--- src/rtl/blt_pkg.sv ---
package blt_pkg;

    typedef enum logic [1:0] {
        CLS_SHORT = 2'd0,
        CLS_CMP   = 2'd1,
        CLS_LONG  = 2'd2,
        CLS_JUMP  = 2'd3
    } br_class_e;

    typedef enum logic [2:0] {
        CMP_EQ  = 3'd0,
        CMP_NE  = 3'd1,
        CMP_EZ  = 3'd2,
        CMP_NZ  = 3'd3,
        CMP_LTZ = 3'd4,
        CMP_GEZ = 3'd5,
        CMP_LEZ = 3'd6,
        CMP_GTZ = 3'd7
    } cmp_sel_e;

    typedef enum logic [2:0] {
        FLG_SET    = 3'd0,
        FLG_CLEAR  = 3'd1,
        FLG_ALWAYS = 3'd2,
        FLG_LINK   = 3'd3
    } flag_sel_e;

    localparam int NUM_FORMATS = 3;

    typedef struct packed {
        logic taken;
        logic link;
    } decision_t;

    function automatic int disp_width(int idx, int s_w, int m_w, int l_w);
        if (idx == 0) return s_w;
        if (idx == 1) return m_w;
        return l_w;
    endfunction

endpackage

--- src/rtl/blt_target_gen.sv ---
module blt_target_gen
    import blt_pkg::*;
#(
    parameter int DATA_W = 32,
    parameter int S_W    = 8,
    parameter int M_W    = 16,
    parameter int L_W    = 24
) (
    input  logic [DATA_W-1:0]                  pc,
    input  logic [L_W-1:0]                     disp,
    output logic [DATA_W-1:0]                  aligned,
    output logic [DATA_W-1:0]                  seq,
    output logic [NUM_FORMATS-1:0][DATA_W-1:0] rel
);
    localparam logic [DATA_W-1:0] WORD_BYTES = DATA_W'(4);

    assign aligned = {pc[DATA_W-1:2], 2'b00};
    assign seq     = aligned + WORD_BYTES;

    for (genvar g = 0; g < NUM_FORMATS; g++) begin : g_fmt
        localparam int W = disp_width(g, S_W, M_W, L_W);
        logic [DATA_W-1:0] ext;
        assign ext    = {{(DATA_W - W){disp[W-1]}}, disp[W-1:0]};
        assign rel[g] = aligned + {ext[DATA_W-3:0], 2'b00};
    end
endmodule

--- src/rtl/blt_cond_eval.sv ---
module blt_cond_eval
    import blt_pkg::*;
#(
    parameter int DATA_W = 32
) (
    input  br_class_e          cls,
    input  logic [2:0]         sel,
    input  logic [DATA_W-1:0]  opa,
    input  logic [DATA_W-1:0]  opb,
    input  logic               flag,
    output decision_t          dec
);
    logic signed [DATA_W-1:0] sa;
    logic                     a_zero;
    logic                     a_neg;
    logic                     cmp_hit;
    logic                     flg_hit;

    assign sa     = $signed(opa);
    assign a_zero = (opa == '0);
    assign a_neg  = (sa < 0);

    always_comb begin
        unique case (cmp_sel_e'(sel))
            CMP_EQ:  cmp_hit = (opa == opb);
            CMP_NE:  cmp_hit = (opa != opb);
            CMP_EZ:  cmp_hit = a_zero;
            CMP_NZ:  cmp_hit = !a_zero;
            CMP_LTZ: cmp_hit = a_neg;
            CMP_GEZ: cmp_hit = !a_neg;
            CMP_LEZ: cmp_hit = a_neg || a_zero;
            CMP_GTZ: cmp_hit = !a_neg && !a_zero;
            default: cmp_hit = 1'b0;
        endcase
    end

    always_comb begin
        case (sel)
            FLG_SET:    flg_hit = flag;
            FLG_CLEAR:  flg_hit = !flag;
            FLG_ALWAYS: flg_hit = 1'b1;
            FLG_LINK:   flg_hit = 1'b1;
            default:    flg_hit = 1'b0;
        endcase
    end

    always_comb begin
        dec = '0;
        unique case (cls)
            CLS_SHORT, CLS_LONG: begin
                dec.taken = flg_hit;
                dec.link  = (sel == FLG_LINK);
            end
            CLS_CMP: begin
                dec.taken = cmp_hit;
                dec.link  = 1'b0;
            end
            CLS_JUMP: begin
                dec.taken = 1'b1;
                dec.link  = sel[0];
            end
            default: dec = '0;
        endcase
    end
endmodule

--- src/rtl/branch_link_unit.sv ---
module branch_link_unit
    import blt_pkg::*;
#(
    parameter int DATA_W   = 32,
    parameter int S_W      = 8,
    parameter int M_W      = 16,
    parameter int L_W      = 24,
    parameter int IDX_W    = 4,
    parameter int LINK_IDX = 14
) (
    input  logic              clk,
    input  logic              rst,
    input  logic              in_valid,
    input  logic [DATA_W-1:0] pc,
    input  logic [1:0]        br_class,
    input  logic [2:0]        cond_sel,
    input  logic [L_W-1:0]    disp,
    input  logic [DATA_W-1:0] opa,
    input  logic [DATA_W-1:0] opb,
    input  logic              flag,
    output logic              out_valid,
    output logic              taken,
    output logic [DATA_W-1:0] target,
    output logic              link_we,
    output logic [IDX_W-1:0]  link_idx,
    output logic [DATA_W-1:0] link_data
);
    typedef struct packed {
        logic              taken;
        logic [DATA_W-1:0] target;
        logic              link_we;
        logic [DATA_W-1:0] link_data;
    } result_t;

    br_class_e                         cls;
    logic [DATA_W-1:0]                 aligned;
    logic [DATA_W-1:0]                 seq;
    logic [NUM_FORMATS-1:0][DATA_W-1:0] rel;
    decision_t                         dec;
    logic [DATA_W-1:0]                 taken_addr;
    result_t                           nxt;
    result_t                           cur;

    assign cls = br_class_e'(br_class);

    blt_target_gen #(
        .DATA_W (DATA_W),
        .S_W    (S_W),
        .M_W    (M_W),
        .L_W    (L_W)
    ) u_tgt (
        .pc      (pc),
        .disp    (disp),
        .aligned (aligned),
        .seq     (seq),
        .rel     (rel)
    );

    blt_cond_eval #(
        .DATA_W (DATA_W)
    ) u_cond (
        .cls  (cls),
        .sel  (cond_sel),
        .opa  (opa),
        .opb  (opb),
        .flag (flag),
        .dec  (dec)
    );

    always_comb begin
        unique case (cls)
            CLS_SHORT: taken_addr = rel[0];
            CLS_CMP:   taken_addr = rel[1];
            CLS_LONG:  taken_addr = rel[2];
            CLS_JUMP:  taken_addr = {opa[DATA_W-1:2], 2'b00};
            default:   taken_addr = seq;
        endcase
    end

    always_comb begin
        nxt.taken     = dec.taken;
        nxt.target    = dec.taken ? taken_addr : seq;
        nxt.link_we   = dec.taken && dec.link;
        nxt.link_data = seq;
    end

    always_ff @(posedge clk) begin
        if (rst) begin
            out_valid <= 1'b0;
            cur       <= '0;
        end else begin
            out_valid <= in_valid;
            if (in_valid) begin
                cur <= nxt;
            end
        end
    end

    assign taken     = cur.taken;
    assign target    = cur.target;
    assign link_we   = cur.link_we;
    assign link_data = cur.link_data;
    assign link_idx  = IDX_W'(LINK_IDX);
endmodule

--- config.mk ---
export PLATFORM = sky130hd
export DESIGN_NAME = branch_link_unit
export DESIGN_NICKNAME = d
export VERILOG_FILES = /design/src/rtl/blt_pkg.sv /design/src/rtl/blt_target_gen.sv /design/src/rtl/blt_cond_eval.sv /design/src/rtl/branch_link_unit.sv
export SDC_FILE = /design/constraint.sdc
export NUM_CORES = 1
export LEC_CHECK = 0
export ABC_AREA = 0
export BUFFER_PORTS_ARGS = -buffer_cell sky130_fd_sc_hd__buf_4
export CAP_MARGIN = 0
export CELL_PAD_IN_SITES_DETAIL_PLACEMENT = 0
export CELL_PAD_IN_SITES_GLOBAL_PLACEMENT = 1
export CORE_UTILIZATION = 36
export CTS_CLUSTER_SIZE = 16
export DETAILED_ROUTE_END_ITERATION = 10
export MAX_ROUTING_LAYER = met4
export PLACE_DENSITY = 0.86
export SLEW_MARGIN = 20
export SYNTH_ARGS = -nofsm -noshare
export SYNTH_HDL_FRONTEND = slang
export SYNTH_SLANG_ARGS = --single-unit
export TNS_END_PERCENT = 10
--- constraint.sdc ---
create_clock -name clk -period 4.6 [get_ports clk]
set_input_delay 0.92 -clock clk [delete_from_list [all_inputs] [get_ports clk]]
set_output_delay 0.92 -clock clk [all_outputs]
set_load 0.02 [all_outputs]
Word level (Yosys, flattened, before mapping):

Cells that the tools add are included.
Widths: inputs -> output; s select.

* add/subtract/negate cells: 4
* order comparisons: 1
* equal/unequal tests: 12
* muxes and demuxes: 5
* reductions and logical operators: 11

Operator list (count)
* $pmux 32 s4: 1
* $add 32x32->32: 3
* $add 32x3->32 const B: 1
* $eq 32x32->1: 1
* $logic_not 32->1: 1
* $lt 32x1->1 const B: 1
* $mux 32: 1
* $ne 32x32->1: 1
* $eq 3x3->1 const B: 4
* $pmux 1 s8: 1
* $eq 3x2->1 const B: 2
* $pmux 2 s3: 1
* $eq 2x2->1 const B: 2
* $reduce_or 2->1: 2
* $eq 3x1->1 const B: 1
* $logic_not 1->1: 3
* $logic_not 3->1: 1
* $pmux 1 s3: 1
* $eq 2x1->1 const B: 1
* $logic_and 1x1->1: 2
* $logic_not 2->1: 1
* $logic_or 1x1->1: 1

* register bits after elaboration: 67
* input port bits: 129
* output and inout bits: 71
* word-level logic and storage cells: 38

Depth between registers and ports, before layout:

* word-level depth: 6
* mapped depth: 17
* mapped depth without buffers: 14

Cells and area by module:

Synthesis repeated with hierarchy kept, for this count alone.

* cells, all modules: 1114
* area, all modules: 8874.8 um^2

Modules (own cells, without submodules)
* blt_target_gen: times used 1, cells each 701, area each 4800.9 um^2, seq. area each 0.0 um^2
* branch_link_unit: times used 1, cells each 343, area each 3559.7 um^2, seq. area each 1341.3 um^2
* blt_cond_eval: times used 1, cells each 70, area each 514.2 um^2, seq. area each 0.0 um^2

Least setup slack after synthesis:

Ideal clock, no wire load.

* path type: input to register
* start: input br_class[0]
* end: register cur (netlist bit target[30])
* setup time: 101 ps
* arrival time: 4226 ps
* data required time: 4499 ps
* setup slack: 273 ps
* cell stages on the path: 16
* path buffers: 3
* cells stage by stage: inv_1 ha_1 clkbuf_1 nor2b_1 clkbuf_1 clkbuf_1 nor2_1 ha_1 a21oi_1 o21ai_0 a221o_1 and3_1 o31a_1 o21ai_0 xor2_1 o41ai_1

* word-level cells in the longest chain between the ends: 4
* elaborated cells on any way between the ends: 8
* classes of those cells: eq/ne: 3; mux: 3; reduce/logical: 2

RTL lines
* from (decl): line branch_link_unit.sv:15 `input logic [1:0] br_class,`
* $eq 2x2->1 or $logic_not 2->1 (tied branches): line blt_cond_eval.sv:49, branch_link_unit.sv:71
* $reduce_or 2->1: line blt_cond_eval.sv:49 `unique case (cls)`
* $pmux 2 s3: line blt_cond_eval.sv:49
* $mux 32 *: line branch_link_unit.sv:82 `nxt.target = dec.taken ? taken_addr : seq;`
* to (signal assigned): line branch_link_unit.sv:94 `cur <= nxt;`
* to (decl): line branch_link_unit.sv:42 `result_t cur;`

Mark *: on every way between the ends. The rest lies on a longest branch, timed or not.
A chain may end at the register's enable or synchronous reset.

Worst setup path after layout:

* start: input br_class[0]
* end: register cur (netlist bit target[27])

Same word-level chain as after synthesis.

==> impl_metrics.ini <==
[cts]
cts_buffers = 9
ctsRootBufferMaster = clkbuf_16
path_clk_slew_ns = 0.05
clk_latency_ns = 0.32
cts_setup_buffers = 0
cts_hold_buf = 0
clk_path_buf_depth = 2
cts_tree = done
htreeDepth = 3
cts_sinks = 63
cts_resized = 0

[floorplanning]
start_util = 0.374
dieArea_um2 = 15800
fp.dieH_um = 126
num_io_pins = 200
core_area_um2 = 14800
rows = 44
fp.dieW_um = 126

[synthesis]
syn_area_per_cell_um2 = 7.56
synth_edf_count = 0
ys_types = 66
syn_inst = 730
ys.flop_type = dfxtp_1
synthXorXnorAreaFrac = 0.121
ys_seq_area_frac = 0.229
synth_top_family_by_area = compound AO/OA/AOI/OAI gates
synth_seq_cells = 63
synthSimpleGateAreaFrac = 0.242
yosys_warnings = 0
synth.cell_area_um2 = 5520
synth-compound-area-share = 0.244
synthMuxAreaShare = 0.0363
synth_adder_area_share = 0.0807
async_reset_ff_frac = 0

[placed_design]
gp_congestion = 0.915
dp_hpwl_um = 16400
buffer_ports.inserted = 189
place_inst = 1082
placed_area_um2 = 7100

[setup_path]
critPathKind = in -> reg
start_kind = primary input
critPathMaxFanout = 8
cp-end-kind = flip-flop
required_ns = 4.80
cp_data_arrival_time_ns = 4.28

[pwr]
p_switching_uw = 799
ir_drop_mv = 0.224
p_int_uw = 1370
sequentialPowerShare = 0.291
clkPwrFrac = 0.276
p_sw_frac = 0.368
p_leak_uw = 0.00328
powerDensity_nw_per_um2 = 295
pwr-share-comb = 0.433

[grt]
grt_pass1_wl_um = 31400
grt_max_degree = 39
antenna_found_initial = 0
grt_pass1_vias = 5601
grt_usage = 0.261
gr-total-overflow = 0

[final_layout]
nets = 1073
utilization = 0.499
layout_common_cells = buf_4, nand2_1, nor2_1, dfxtp_1, a21oi_1
design_area_um2 = 7370
area_growth_syn_to_layout_pct = 33.5
layout_commonest_cell = buf_4
diodes = 0
stdcell_count = 1097
multi_input_area_um2 = 4030
n_fill_cell = 1494
drive_gt1_frac = 0.254
regArea_um2 = 1260

[sta]
fin_skew_ns = 0
hold_ws_ns = 0.448
period_needed_ns = 4.09
max_freq_mhz = 245
setup_tns_ns = 0
slew_headroom = 0.316
finalCritPeriodShare = 0.889
rsz0062_at_grt = false
setup_violations = 0
worst_slew_pin_slew_ns = 1.03
slew_viol_final = 0
timing_hold_violations_final = 0

[routing]
dr.pass1.iters = 5
route.detailed.drc = 0
drt_iter0_drc = 524
ant_nets = 0
via_per_inst = 5.60
vias = 6138
finalWirelength_um = 20200
wl_per_cell_um = 18.4

[run]
maxCapViolCount = 0

[status]
status = finished clean

[worst_hold_path]
hold_path_class = reg -> reg
[layout make-up]
class                   count  share of cell area
multi-input cells         618               0.547
repair buffers            204               0.208
flip-flops and latches     63               0.171
clock buffers              11              0.0330
well taps                 184              0.0313
inverters                  13             0.00662
clock inverters             4             0.00306
[cell families after synthesis]
logic type               count (synthesis)
adder cells (fa/ha/maj)                 35
multiplexers                            20
XOR/XNOR                                76
buffers and inverters                   55
AND/OR/NAND/NOR                        275
flip-flops                              63
other                                    2
AO/OA/AOI/OAI                          204
[worst max-delay path: stages]
cell and delay, ns:
buf_4 0.12, ha_1 0.27, or2_2 0.39, a21oi_1 0.17
nor2_1 0.05, ha_1 0.31, a21oi_1 0.17, o21ai_0 0.18
a21bo_2 0.26, a21bo_2 0.23, o21ai_0 0.47, a21oi_1 0.14
o311ai_0 0.51, nand2_1 0.08
[cell usage after synthesis (9+ instances only)]
cell	number	area, um^2
clkbuf_1	26	97.6
ha_1	34	425
and3_1	11	68.8
nand3_1	19	95.1
dfxtp_1	63	1260
a21o_1	13	97.6
xnor2_1	50	438
xor2_1	26	228
a211oi_1	19	143
inv_1	12	45.0
mux2i_1	20	200
a21oi_1	53	265
nand2_1	82	308
nor3_1	19	95.1
nor4_1	12	75.1
nand4_1	18	113
buf_4	9	67.6
nor2_1	69	259
o21ai_0	45	225
[flip-flops by register name, indices dropped and copies added (netlist names)]
register	cells
link_we	1
target	30
link_data	30
taken	1
out_valid	1
[worst paths after layout]
| kind | from | to | slack (ns) | cells past startpoint |
|---|---|---|---|---|
| min | link_data[21]$_SDFFE_PP0P_ | link_data[21]$_SDFFE_PP0P_ | 0.45 | 2 |
| min reg2reg | link_data[21]$_SDFFE_PP0P_ | link_data[21]$_SDFFE_PP0P_ | 0.45 | 2 |
| max reg2reg | target[26]$_SDFFE_PP0P_ | target[26]$_SDFFE_PP0P_ | 3.71 | 3 |
| max | br_class[0] | target[27]$_SDFFE_PP0P_ | 0.51 | 14 |
[through the flow]
step                      total power [uW]  setup slack, ns
after CTS                             2170            0.560
after global routing                  2300            0.210
after global placement                1560            0.246
after detailed placement              1570            0.231
final                                 2170            0.512
after floorplan                       1200            0.273
[power by group through the flow]
stage / logic (uW) / clock network [uW] / registers [uW]
after floorplan: 509 / 0 / 696
after global placement: 920 / 0 / 641
after detailed placement: 926 / 0 / 642
after CTS: 930 / 609 / 631
after global routing: 1030 / 632 / 636
final: 941 / 599 / 631
[routing by layer]
metal | wire, um | part of all wire | global-route usage | vias up
met4 | 306 | 0.015 | 0.0602 | 0
met3 | 1310 | 0.065 | 0.0370 | 19
met1 | 9820 | 0.49 | 0.377 | 2852
met2 | 8740 | 0.43 | 0.382 | 248
li1 | - | - | - | 3019
met5 | 0 | 0 | - | -
Note: power is estimated with default switching activity, not from simulation.
